<file path="src/rtl/bwc_pkg.sv">
package bwc_pkg;
  localparam int LIM_CODE_W = 3;
  localparam int MODE_W     = 2;
  localparam int WID_W      = 2;

  typedef enum logic [1:0] {
    ST_IDLE = 2'd0,
    ST_MAND = 2'd1,
    ST_WAIT = 2'd2,
    ST_DONE = 2'd3
  } bwcState_e;

  // strobes from control to datapath
  typedef struct packed {
    logic clrCnt;
    logic incCnt;
  } ctrlStrb_t;
endpackage

</file>
<file path="src/rtl/bwc_datapath.sv">
module bwc_datapath
  import bwc_pkg::*;
#(
  parameter int CNT_W = 2
) (
  input  logic                  clk,
  input  logic                  rstN,
  input  logic [LIM_CODE_W-1:0] cfgLimit,
  input  logic [MODE_W-1:0]     cfgMode,
  input  logic [WID_W-1:0]      cfgWidth,
  input  logic                  widthPin,
  input  ctrlStrb_t             strb,
  output logic                  loaded,
  output logic                  limZero,
  output logic                  lastWait,
  output logic                  mandWait,
  output logic                  busIs16,
  output logic                  cfgErr
);
  localparam int CMP_W = CNT_W + 1;

  logic [LIM_CODE_W-1:0] latLim;
  logic [MODE_W-1:0]     latMode;
  logic [WID_W-1:0]      latWid;
  logic [CNT_W-1:0]      waitCnt;
  logic [CMP_W-1:0]      limVal;
  logic                  limInf;
  logic                  limIllegal;
  logic                  widIllegal;
  logic                  errInt;

  // capture configuration once, on the first clock after reset release
  always_ff @(posedge clk or negedge rstN) begin
    if (!rstN) begin
      loaded  <= 1'b0;
      latLim  <= '0;
      latMode <= '0;
      latWid  <= '0;
    end else if (!loaded) begin
      loaded  <= 1'b1;
      latLim  <= cfgLimit;
      latMode <= cfgMode;
      latWid  <= cfgWidth;
    end
  end

  always_ff @(posedge clk or negedge rstN) begin
    if (!rstN) begin
      waitCnt <= '0;
    end else if (strb.clrCnt) begin
      waitCnt <= '0;
    end else if (strb.incCnt) begin
      waitCnt <= waitCnt + 1'b1;
    end
  end

  always_comb begin
    limInf     = (latLim == 3'b111);
    limIllegal = !latLim[2] && (latLim[1:0] != 2'b00);
    widIllegal = (latWid == 2'b00);
    case (latLim)
      3'b100:  limVal = CMP_W'(1);
      3'b101:  limVal = CMP_W'(2);
      3'b110:  limVal = CMP_W'(3);
      default: limVal = '0;
    endcase
    errInt   = loaded && (limIllegal || widIllegal);
    limZero  = errInt || (!limInf && (limVal == '0));
    lastWait = !limInf && (({1'b0, waitCnt} + CMP_W'(1)) == limVal);
    mandWait = (latMode == 2'b00);
    cfgErr   = errInt;
    case (latWid)
      2'b01:   busIs16 = 1'b1;
      2'b11:   busIs16 = widthPin;
      default: busIs16 = 1'b0;
    endcase
  end
endmodule

</file>
<file path="src/rtl/bwc_control.sv">
module bwc_control
  import bwc_pkg::*;
(
  input  logic      clk,
  input  logic      rstN,
  input  logic      cycReq,
  input  logic      readyIn,
  input  logic      loaded,
  input  logic      limZero,
  input  logic      lastWait,
  input  logic      mandWait,
  output ctrlStrb_t strb,
  output logic      stall,
  output logic      cycDone
);
  bwcState_e curState, nxtState;

  always_ff @(posedge clk or negedge rstN) begin
    if (!rstN) curState <= ST_IDLE;
    else       curState <= nxtState;
  end

  always_comb begin
    nxtState    = curState;
    strb.clrCnt = 1'b0;
    strb.incCnt = 1'b0;
    case (curState)
      ST_IDLE: begin
        if (cycReq && loaded) begin
          strb.clrCnt = 1'b1;
          if (mandWait)                nxtState = ST_MAND;
          else if (limZero || readyIn) nxtState = ST_DONE;
          else                         nxtState = ST_WAIT;
        end
      end
      ST_MAND: begin
        if (limZero || readyIn) nxtState = ST_DONE;
        else                    nxtState = ST_WAIT;
      end
      ST_WAIT: begin
        if (readyIn || lastWait) nxtState = ST_DONE;
        else                     strb.incCnt = 1'b1;
      end
      default: nxtState = ST_IDLE;
    endcase
  end

  assign stall   = (curState == ST_MAND) || (curState == ST_WAIT);
  assign cycDone = (curState == ST_DONE);
endmodule

</file>
<file path="src/rtl/bus_wait_ctrl.sv">
module bus_wait_ctrl
  import bwc_pkg::*;
#(
  parameter int CNT_W = 2
) (
  input  logic                  clk,
  input  logic                  rstN,
  input  logic [LIM_CODE_W-1:0] cfgLimit,
  input  logic [MODE_W-1:0]     cfgMode,
  input  logic [WID_W-1:0]      cfgWidth,
  input  logic                  widthPin,
  input  logic                  cycReq,
  input  logic                  readyIn,
  output logic                  stall,
  output logic                  cycDone,
  output logic                  busIs16,
  output logic                  cfgErr
);
  ctrlStrb_t strb;
  logic      loaded, limZero, lastWait, mandWait;

  bwc_datapath #(.CNT_W(CNT_W)) u_dp (
    .clk(clk), .rstN(rstN), .cfgLimit(cfgLimit), .cfgMode(cfgMode),
    .cfgWidth(cfgWidth), .widthPin(widthPin), .strb(strb),
    .loaded(loaded), .limZero(limZero), .lastWait(lastWait),
    .mandWait(mandWait), .busIs16(busIs16), .cfgErr(cfgErr)
  );

  bwc_control u_ctl (
    .clk(clk), .rstN(rstN), .cycReq(cycReq), .readyIn(readyIn),
    .loaded(loaded), .limZero(limZero), .lastWait(lastWait),
    .mandWait(mandWait), .strb(strb), .stall(stall), .cycDone(cycDone)
  );
endmodule

</file>
<file path="config.mk">
export PLATFORM = sky130hd
export DESIGN_NAME = bus_wait_ctrl
export DESIGN_NICKNAME = d
export VERILOG_FILES = /design/src/rtl/bwc_pkg.sv /design/src/rtl/bwc_datapath.sv /design/src/rtl/bwc_control.sv /design/src/rtl/bus_wait_ctrl.sv
export SDC_FILE = /design/constraint.sdc
export NUM_CORES = 1
export LEC_CHECK = 0
export CORE_MARGIN = 5
export CORE_UTILIZATION = 51
export CTS_CLUSTER_DIAMETER = 120
export DETAILED_ROUTE_END_ITERATION = 12
export GPL_ROUTABILITY_DRIVEN = 0
export PLACE_DENSITY = 0.81
export SLEW_MARGIN = 20
export SYNTH_ARGS = -nofsm -noshare
export SYNTH_HDL_FRONTEND = slang
export SYNTH_SLANG_ARGS = --single-unit
</file>
<file path="constraint.sdc">
create_clock -name clk -period 4.25 [get_ports clk]
set_input_delay 1.275 -clock clk [delete_from_list [all_inputs] [get_ports clk]]
set_output_delay 1.275 -clock clk [all_outputs]
set_load 0.01 [all_outputs]
</file>
=== Word-level counts from Yosys, hierarchy flattened ===
Cells that the tools add are included.

* Word-level logic and storage cells: 52
* Output and inout bits: 4
* Bits in registers: 12
* Input bits: 12

* Muxes and demuxes: 13
* Eq/ne operators: 12
* Reduce and logical (&&, ||, !) cells: 19
* Add/subtract/negate cells: 2

{| class="wikitable"
|+ Operators with widths
! operator !! count
|-
| == test 3 bit (second input constant) || 4
|-
| one-hot mux 2 bit (3 select lines) || 2
|-
| 2-to-1 mux 2 bit || 5
|-
| == test 2 bit (second input constant) || 3
|-
| zero test 2 bit || 3
|-
| logical AND 1 bit || 5
|-
| logical OR 1 bit || 5
|-
| 2-to-1 mux 1 bit || 5
|-
| == test 2 x 1 -> 1 bit (second input constant) || 2
|-
| != test 2 x 1 -> 1 bit (second input constant) || 2
|-
| nonzero test 2 bit || 2
|-
| adder 2 x 1 -> 3 bit (second input constant) || 1
|-
| == test 3 x 2 -> 1 bit || 1
|-
| zero test 3 bit || 1
|-
| adder 2 x 1 -> 2 bit (second input constant) || 1
|-
| zero test 1 bit || 2
|-
| one-hot mux 1 bit (2 select lines) || 1
|-
| AND reduction 2 bit || 1
|}

=== Depth between registers and ports, before layout ===
Gate-level depths: netlist of run 1.

* Depth in word-level cells: 10
* Mapped depth: 6

=== Cells and area by module ===
Synthesis of run 1 repeated with hierarchy kept, for this count alone.

* Cells, all modules: 61
* Area, all modules: 675.6 sq um

{| class="wikitable"
|+ Modules (own cells, without submodules)
! module !! cells each !! instances !! seq. area each (sq um) !! area each (sq um)
|-
| bwc_datapath || 40 || 1 || 250.2 || 466.7
|-
| bwc_control || 21 || 1 || 50.0 || 209.0
|}

=== Worst setup path after synthesis of run 1 ===
No wires, ideal clock.

* Kind: input port to output port
* Start: input widthPin
* End: output busIs16
* Slack: 1.385 ns
* Required time: 2.975 ns
* Arrival: 1.590 ns
* Cell stages on the path: 2
* Cells stage by stage: inv_1 a21boi_0

* Longest elaborated chain between the ends: 1

{| class="wikitable"
|+ RTL lines
! what !! line !! text
|-
| start, declared || bus_wait_ctrl.sv:11 || <nowiki>input logic widthPin,</nowiki>
|-
| one-hot mux 1 bit (2 select lines) || bwc_datapath.sv:72 || <nowiki>case (latWid)</nowiki>
|-
| end, declared || bus_wait_ctrl.sv:16 || <nowiki>output logic busIs16,</nowiki>
|}

No other way between the ends.

=== Final worst setup path of run 1 ===
Ends and elaborated chain as after synthesis.

==> impl_metrics.yaml, run 1 <==
power_and_ir_drop:
  p_sw_frac: 0.367
  clkPwrFrac: 0.152
  p_int_uw: 288
  p_total_uw: 455
  switching_power_uw: 167
  p_seq_frac: 0.365
  power_frac_comb: 0.483
  leakage_nw: 0.369
  vdd_drop_max_v: 0.000350
  powerDensity_nw_per_um2: 520
detailed_routing:
  wl_per_cell_um: 14.3
  postRouteAntennaNets: 0
  routed_wirelength_um: 1340
  drtIter0Drc: 6
  dr.pass1.iters: 3
  drc: 0
  num_vias: 529
  avgViaCountPerCell: 5.63
worst_hold_path:
  hold_path_end: "u_dp.latMode[1]"
  hold_path.class: "reg -> reg"
  holdPathStages: 1
  hp-start: "u_dp.latMode[1]"
sta:
  post-route-period-util: 0.888
  grt_setup_unrepaired: "false"
  worstMarginPinSlew_ps: 558
  setup_viol: 0
  worst_hold_slack_ps: 538
  fin_crit_ps: 3770
  hold_violations: 0
  tns_ps: 0
  clock.fmax_mhz: 265
  fin_skew_ps: 2.02
  maxSlewViolCount: 0
  slew_headroom: 0.623
logic_synthesis:
  yosysWarningCount: 0
  netlist_top_cells_area: "dfrtp_1 44%, mux2_2 11%, ha_1 9.1%"
  syn-num-nets: 79
  synth_top_area_cell: "dfrtp_1"
  synthArstFlopShare: 1.00
  syn_inst: 62
  synth_edf_count: 0
  syn_area_per_cell_um2: 11.1
  yosysSeqAreaShare: 0.436
  synth_most_common_cell: "dfrtp_1"
  ys_ff_latch: 12
  synth_area_um2: 688
  synth_top_area_frac: 0.436
  synth.distinct_cells: 28
  synth_ff_type: "dfrtp_1"
  synthTopCellsByCount: "12 x dfrtp_1, 7 x mux2_2, 5 x ha_1, 5 x inv_1, 4 x nand2_1"
floorplanning:
  core_region_area_um2: 1280
  fp.dieH_um: 46.7
  core.rowCount: 13
  die_w_um: 46.7
  dieArea_um2: 2180
  io_pins: 16
  start_util: 0.536
critical_path:
  worstPathRequired_ps: 2970
  start_kind: "input port"
  reg2reg_from: "u_dp.waitCnt[0]"
  reg2regPathDepth: 5
  r2r_slack_ps: 2100
  worst_ep_arrival_time_ps: 2500
  path_class: "in -> out"
  critPathMaxFanout: 1
  cp-end-kind: "output port"
  r2r_end: "u_ctl.curState[1]"
clocking:
  cts_root_buf: "clkbuf_4"
  holdBufCountCts: 0
  cts_tree: "done"
  clkTransAtPathRegs_ps: 70
  post_cts_buffers: 0
  clkLatencyLatePin_ps: 270
  cts_resized: 0
  clock_path_buffers: 2
  htreeDepth: 1
  cts_num_sinks: 12
  cts_buffers: 3
placed_design:
  dpl_cell_area_um2: 853
  place_hpwl_um: 1050
  portBuffers: 15
status:
  status: "finished, final reports clean"
global_route:
  grt_overflow: 0
  grt_start_max_net_pins: 13
  grt_pass1_vias: 552
  antenna_found_initial: 0
  grt_usage: 0.153
  grt_first_pass_wirelength_um: 2220
final_layout:
  multi_input_area_um2: 365
  seqCellArea_um2: 300
  area_delta_synth_final_pct: 27.3
  utilization: 0.682
  nNetsFinal: 98
  fill_cells: 103
  design_area_um2: 876
  diodes: 0
  layout-drive-gt1-share: 0.165
run:
  max-cap-violations: 0
power by group through the flow:
stage / combinational [mW] / clock [mW] / sequential, mW
6_report: 0.220 / 0.0692 / 0.166
5_1_grt: 0.246 / 0.0758 / 0.170
4_1_cts: 0.221 / 0.0702 / 0.166
3_5_place_dp: 0.219 / 0 / 0.169
3_3_place_gp: 0.209 / 0 / 0.167
2_1_floorplan: 0.152 / 0 / 0.160
state kept, by name (all words and copies together) (netlist names):
register,count
u_dp.latWid,2
u_dp.waitCnt,2
u_ctl.curState,2
u_dp.latMode,2
u_dp.loaded,1
u_dp.latLim,3
final cells by class:
| class | count | area share |
|---|---|---|
| tap | 15 | 0.0214 |
| multi-input combinational | 44 | 0.417 |
| inverter | 5 | 0.0214 |
| clock buffer | 3 | 0.0257 |
| timing repair buffer | 15 | 0.171 |
| sequential | 12 | 0.343 |
logic make-up after synthesis:
| kind of cell | count (synthesis) | share of synthesized area |
|---|---|---|
| compound gates | 15 | 0.182 |
| fa+ha+maj | 5 | 0.0909 |
| buf+inv | 6 | 0.0327 |
| flops | 12 | 0.436 |
| mux | 7 | 0.115 |
| other cells | 1 | 0.00545 |
| simple gates | 16 | 0.138 |
placed cells by master (no fill, tap or decap):
cell and instances:
nand2_1 4, o211ai_1 2, o21ai_0 1, a21oi_1 1, a2111oi_0 1, or2_2 1, dfrtp_1 12, o41ai_1 1
nand2b_1 1, nand3_1 1, a32o_1 2, inv_1 5, nor2b_1 1, and2_1 1, clkdlybuf4s50_1 15, nand4bb_1 1
mux2_2 7, nor2_1 3, or4_4 1, nand4b_1 1, nor3b_1 1, o22ai_1 1, a311oi_4 1, clkbuf_4 3
o21ai_1 3, conb_1 1, o21bai_1 1, a21boi_0 1, ha_1 5
worst max path at each step:
stage	endpoint	slack, ps	from
5_1_grt	busIs16	440	widthPin
6_report	busIs16	480	widthPin
3_5_place_dp	busIs16	470	widthPin
2_1_floorplan	busIs16	1390	widthPin
3_3_place_gp	busIs16	510	widthPin
4_1_cts	busIs16	470	widthPin
routing by layer:
metal	global-route usage	share of wire	up-vias
met1	0.163	0.44	247
met3	0.0345	0.046	8
met4	0.177	0.054	0
li1	-	-	262
met5	0	0	-
met2	0.231	0.46	12
critical path: stages:
cell and delay (ps):
clkdlybuf4s50_1 450, inv_1 30, a21boi_0 170, clkdlybuf4s50_1 570
stage by stage:
stage	worst slack (ps)	std cells
global route	440	94
finish	478	94
global placement	513	91
detailed placement	472	91
floorplan	1390	62
CTS	472	94
Note: power is estimated with default switching activity, not from simulation.
==> run 2: changes to the inputs <==
Settings changed: CORE_MARGIN 5 to 1.5.
==> run 2 against run 1 <==
Effect of this change:
- sequential power about the same
- combinational power down 3%
- design area rose by 1.6%
- fmax is 0.15% higher
==> impl_metrics.yaml, run 2 (synthesis results as in run 1) <==
critical_path:
  critPathMaxFanout: 1
  worst_ep_arrival_time_ps: 2490
  max_stage_delay_ps: 570
  worstPathRequired_ps: 2970
  path_buf_inv: 3
  worst_path_max_delay_cell: "clkdlybuf4s50_1"
  path_class: "in -> out"
  path_cells: "clkdlybuf4s50_1, inv_1, a21boi_0, clkdlybuf4s50_1"
  crit_family: "buffers and inverters"
  crit_top_cell: "clkdlybuf4s50_1"
  cp-end-kind: "output port"
  start_kind: "input port"
clocking:
  cts_num_sinks: 12
  cts_buffers: 3
  cts_tree: "done"
  clkTransAtPathRegs_ps: 70
  holdBufCountCts: 0
  cts_resized: 0
  clkLatencyLatePin_ps: 280
  htreeDepth: 1
  clock_path_buffers: 2
  cts_root_buf: "clkbuf_4"
  post_cts_buffers: 0
final_layout:
  diodes: 0
  nNetsFinal: 98
  largest_register_ffs: 3
  layout-drive-gt1-share: 0.175
  fill_cells: 103
  utilization: 0.692
  layout_commonest_cell: "clkdlybuf4s50_1"
  design_area_um2: 890
  top_register: "u_dp.latLim"
  area_delta_synth_final_pct: 29.3
  layout_common_cells: "15 x clkdlybuf4s50_1, 12 x dfrtp_1, 7 x mux2_2"
  stdcell_count: 95
power_and_ir_drop:
  powerDensity_nw_per_um2: 530
  leakage_nw: 0.376
  vdd_drop_max_v: 0.000306
floorplanning:
  io_pins: 16
  die_w_um: 39.7
  fp.dieH_um: 39.7
  core.rowCount: 13
  core_region_area_um2: 1280
  dieArea_um2: 1580
  start_util: 0.536
global_route:
  antenna_found_initial: 0
  grt_start_max_net_pins: 13
  grt_usage: 0.194
  grt_overflow: 0
  grt_first_pass_wirelength_um: 1920
  grt_pass1_vias: 467
detailed_routing:
  avgViaCountPerCell: 5.55
  dr.pass1.iters: 2
  postRouteAntennaNets: 0
  num_vias: 527
  routed_wirelength_um: 1270
  drtIter0Drc: 20
  drc: 0
  wl_per_cell_um: 13.4
sta:
  grt_setup_unrepaired: "false"
  layout_setup_ws_ps: 484
  hold_violations: 0
  tns_ps: 0
  fin_crit_ps: 3770
  slew_headroom: 0.602
  worstMarginPinSlew_ps: 589
  fin_skew_ps: 3.61
  setup_viol: 0
  maxSlewViolCount: 0
  clock.fmax_mhz: 266
  post-route-period-util: 0.886
worst_hold_path:
  hold_path.class: "reg -> reg"
placed_design:
  placed_cells_incl_taps: 91
  place_ws_ps: 467
  portBuffers: 15
  dpl_cell_area_um2: 853
  place_hpwl_um: 987
status:
  status: "finished, final reports clean"
run:
  max-cap-violations: 0
[run 2: layout make-up]
type / count / area, um2 / share of cell area
clock buffers: 4 / 36.3 / 0.0408
inverters: 5 / 18.8 / 0.0211
multi-input cells: 44 / 365 / 0.411
flip-flops and latches: 12 / 300 / 0.338
well taps: 15 / 18.8 / 0.0211
repair buffers: 15 / 150 / 0.169
[run 2: worst reg2reg max path, stage by stage (launching register included)]
cell and delay (ps):
dfrtp_1 440, ha_1 380, or4_4 560, a311oi_4 290, o21ai_1 150, a32o_1 230
[run 2: routing by layer]
metal,share of wire,global-route usage,vias up
li1,-,-,259
met1,0.45,0.218,255
met2,0.49,0.328,11
met3,0.052,0.0682,2
met4,0.0094,0.0776,0
met5,0,0,-
[run 2: power breakdown]
| group | internal (mW) | total, mW | switching (mW) |
|---|---|---|---|
| logic | 0.116 | 0.214 | 0.0983 |
| registers | 0.139 | 0.166 | 0.0269 |
| clock network | 0.0521 | 0.0907 | 0.0386 |
[run 2: per-stage QoR]
| stage | power [mW] | hold WS (ps) |
|---|---|---|
| after floorplan | 0.312 | 497 |
| after global placement | 0.376 | 514 |
| after detailed placement | 0.386 | 519 |
| after CTS | 0.476 | 536 |
| after global routing | 0.510 | 545 |
| final | 0.471 | 536 |
[run 2: final timing paths]
check	from	end	slack (ps)	cells past startpoint
worst min register to register	u_dp.latMode[0]	u_dp.latMode[0]	540	1
min in group asynchronous	rstN	u_dp.waitCnt[1]	1340	1
max in group asynchronous	rstN	u_ctl.curState[1]	2550	1
worst min-delay path	u_dp.latMode[0]	u_dp.latMode[0]	540	1
worst max-delay path	widthPin	busIs16	480	4
worst max register to register	u_dp.waitCnt[0]	u_ctl.curState[1]	2100	5
==> run 3: changes to the inputs <==
Settings changed: CORE_UTILIZATION 51 to 47, PLACE_DENSITY 0.81 to 0.76.
Clock period 4.25 ns to 3.53 ns, I/O delays scaled along.
==> run 3 against run 2 <==
Effect of this change:
- die area rose by 7.8%
- clock power rose by 17%
- design area did not move
- highest routed layer unchanged
- critical path type unchanged
- combinational power rose by 19%
- critical path depth did not move
- clock-buffer cell count did not move
- register-to-register slack got worse by 720 ps
- clock skew rose by 1.8 ps
- core utilization fell by 2.5 points
- first-iteration DRC count fell by 55%
- largest cell class unchanged
- flip-flop and latch count did not move
==> impl_metrics.yaml, run 3 (synthesis results as in run 1) <==
global_route:
  grt_overflow: 0
  grt_first_pass_wirelength_um: 1840
  antenna_found_initial: 0
  grt_pass1_vias: 461
  grt_usage: 0.173
  grt_start_max_net_pins: 13
clocking:
  htreeDepth: 1
  cts_num_sinks: 12
  holdBufCountCts: 0
  clkTransAtPathRegs_ps: 70
  clock_path_buffers: 2
  cts_resized: 0
  post_cts_buffers: 0
  cts_root_buf: "clkbuf_4"
  cts_tree: "done"
  cts_buffers: 3
  clkLatencyLatePin_ps: 270
floorplanning:
  fp.dieH_um: 41.3
  start_util: 0.516
  core_region_area_um2: 1330
  dieArea_um2: 1700
  io_pins: 16
  die_w_um: 41.3
  core.rowCount: 13
placed_design:
  dpl_cell_area_um2: 853
  portBuffers: 15
  place_hpwl_um: 906
  place_ws_ps: 231
sta:
  maxSlewViolCount: 0
  setup_viol: 0
  clock.fmax_mhz: 303
  layout_setup_ws_ps: 226
  hold_violations: 0
  fin_skew_ps: 5.43
  post-route-period-util: 0.936
  grt_setup_unrepaired: "false"
  slew_headroom: 0.611
  fin_crit_ps: 3300
  worstMarginPinSlew_ps: 576
  tns_ps: 0
final_layout:
  layout-drive-gt1-share: 0.175
  layout_common_cells: "15 x clkdlybuf4s50_1, 12 x dfrtp_1, 7 x mux2_2"
  diodes: 0
  nNetsFinal: 98
  top_register: "u_dp.latLim"
  layout_commonest_cell: "clkdlybuf4s50_1"
  largest_register_ffs: 3
  area_delta_synth_final_pct: 29.3
  design_area_um2: 890
critical_path:
  endpoint: "busIs16"
  r2r_end: "u_ctl.curState[1]"
  reg2reg_from: "u_dp.waitCnt[0]"
  reg2regPathDepth: 5
  setup.worst_path.start: "widthPin"
  max_stage_delay_ps: 560
  cp-end-kind: "output port"
  start_kind: "input port"
  r2r_slack_ps: 1380
  worstPathRequired_ps: 2470
  worst_ep_arrival_time_ps: 2250
  worst_path_max_delay_cell: "clkdlybuf4s50_1"
  critPathMaxFanout: 1
  path_class: "in -> out"
  path_cells: "clkdlybuf4s50_1, inv_1, a21boi_0, clkdlybuf4s50_1"
  crit_top_cell: "clkdlybuf4s50_1"
power_and_ir_drop:
  powerDensity_nw_per_um2: 631
  leakage_nw: 0.376
  p_total_uw: 561
  vdd_drop_max_v: 0.000362
detailed_routing:
  drtIter0Drc: 9
  postRouteAntennaNets: 0
  num_vias: 515
  drc: 0
  routed_wirelength_um: 1170
  wl_per_cell_um: 12.3
  dr.pass1.iters: 2
  avgViaCountPerCell: 5.42
worst_hold_path:
  hold_path.class: "reg -> reg"
status:
  status: "finished, final reports clean"
run:
  max-cap-violations: 0
==> run 3: layout make-up <==
type / instances / area [um2]
Sequential cell: 12 / 300
Tap cell: 15 / 18.8
Timing Repair Buffer: 15 / 150
Clock buffer: 4 / 36.3
Multi-Input combinational cell: 44 / 365
Fill cell: 107 / 444
Inverter: 5 / 18.8
==> run 3: stage by stage <==
step | hold slack (ps) | util | instances
final | 530 | 0.667 | 95
after detailed placement | 521 | 0.640 | 91
after global placement | 513 | 0.640 | 91
after global routing | 561 | 0.667 | 95
after CTS | 539 | 0.667 | 95
after floorplan | 497 | - | 62
==> run 3: power by group <==
group / switching, mW / internal [mW]
clock network: 0.0437 / 0.0626
logic: 0.117 / 0.139
registers: 0.0321 / 0.168
==> run 3: worst min-delay path by stage <==
stage	slack (ps)	depth (start not counted)	from	to
global placement	510	1	u_dp.latMode[1]	u_dp.latMode[1]
finish	530	1	u_dp.latMode[0]	u_dp.latMode[0]
CTS	540	1	u_dp.latMode[1]	u_dp.latMode[1]
global route	560	1	u_dp.latMode[1]	u_dp.latMode[1]
detailed placement	520	1	u_dp.latMode[1]	u_dp.latMode[1]
floorplan	500	1	u_dp.latMode[1]	u_dp.latMode[1]
==> run 3: worst max-delay path, delay by kind of cell <==
family / cells / cell delay (ps)
buf+inv: 3 / 1040
compound gates: 1 / 150
==> run 3: layer usage <==
layer	vias to the layer above	share of wire	track usage	wire length, um
li1	262	-	-	-
met1	240	0.47	0.212	554
met2	11	0.47	0.270	550
met3	2	0.050	0.0815	59
met4	0	0.0051	0.0484	6
met5	-	0	0	0
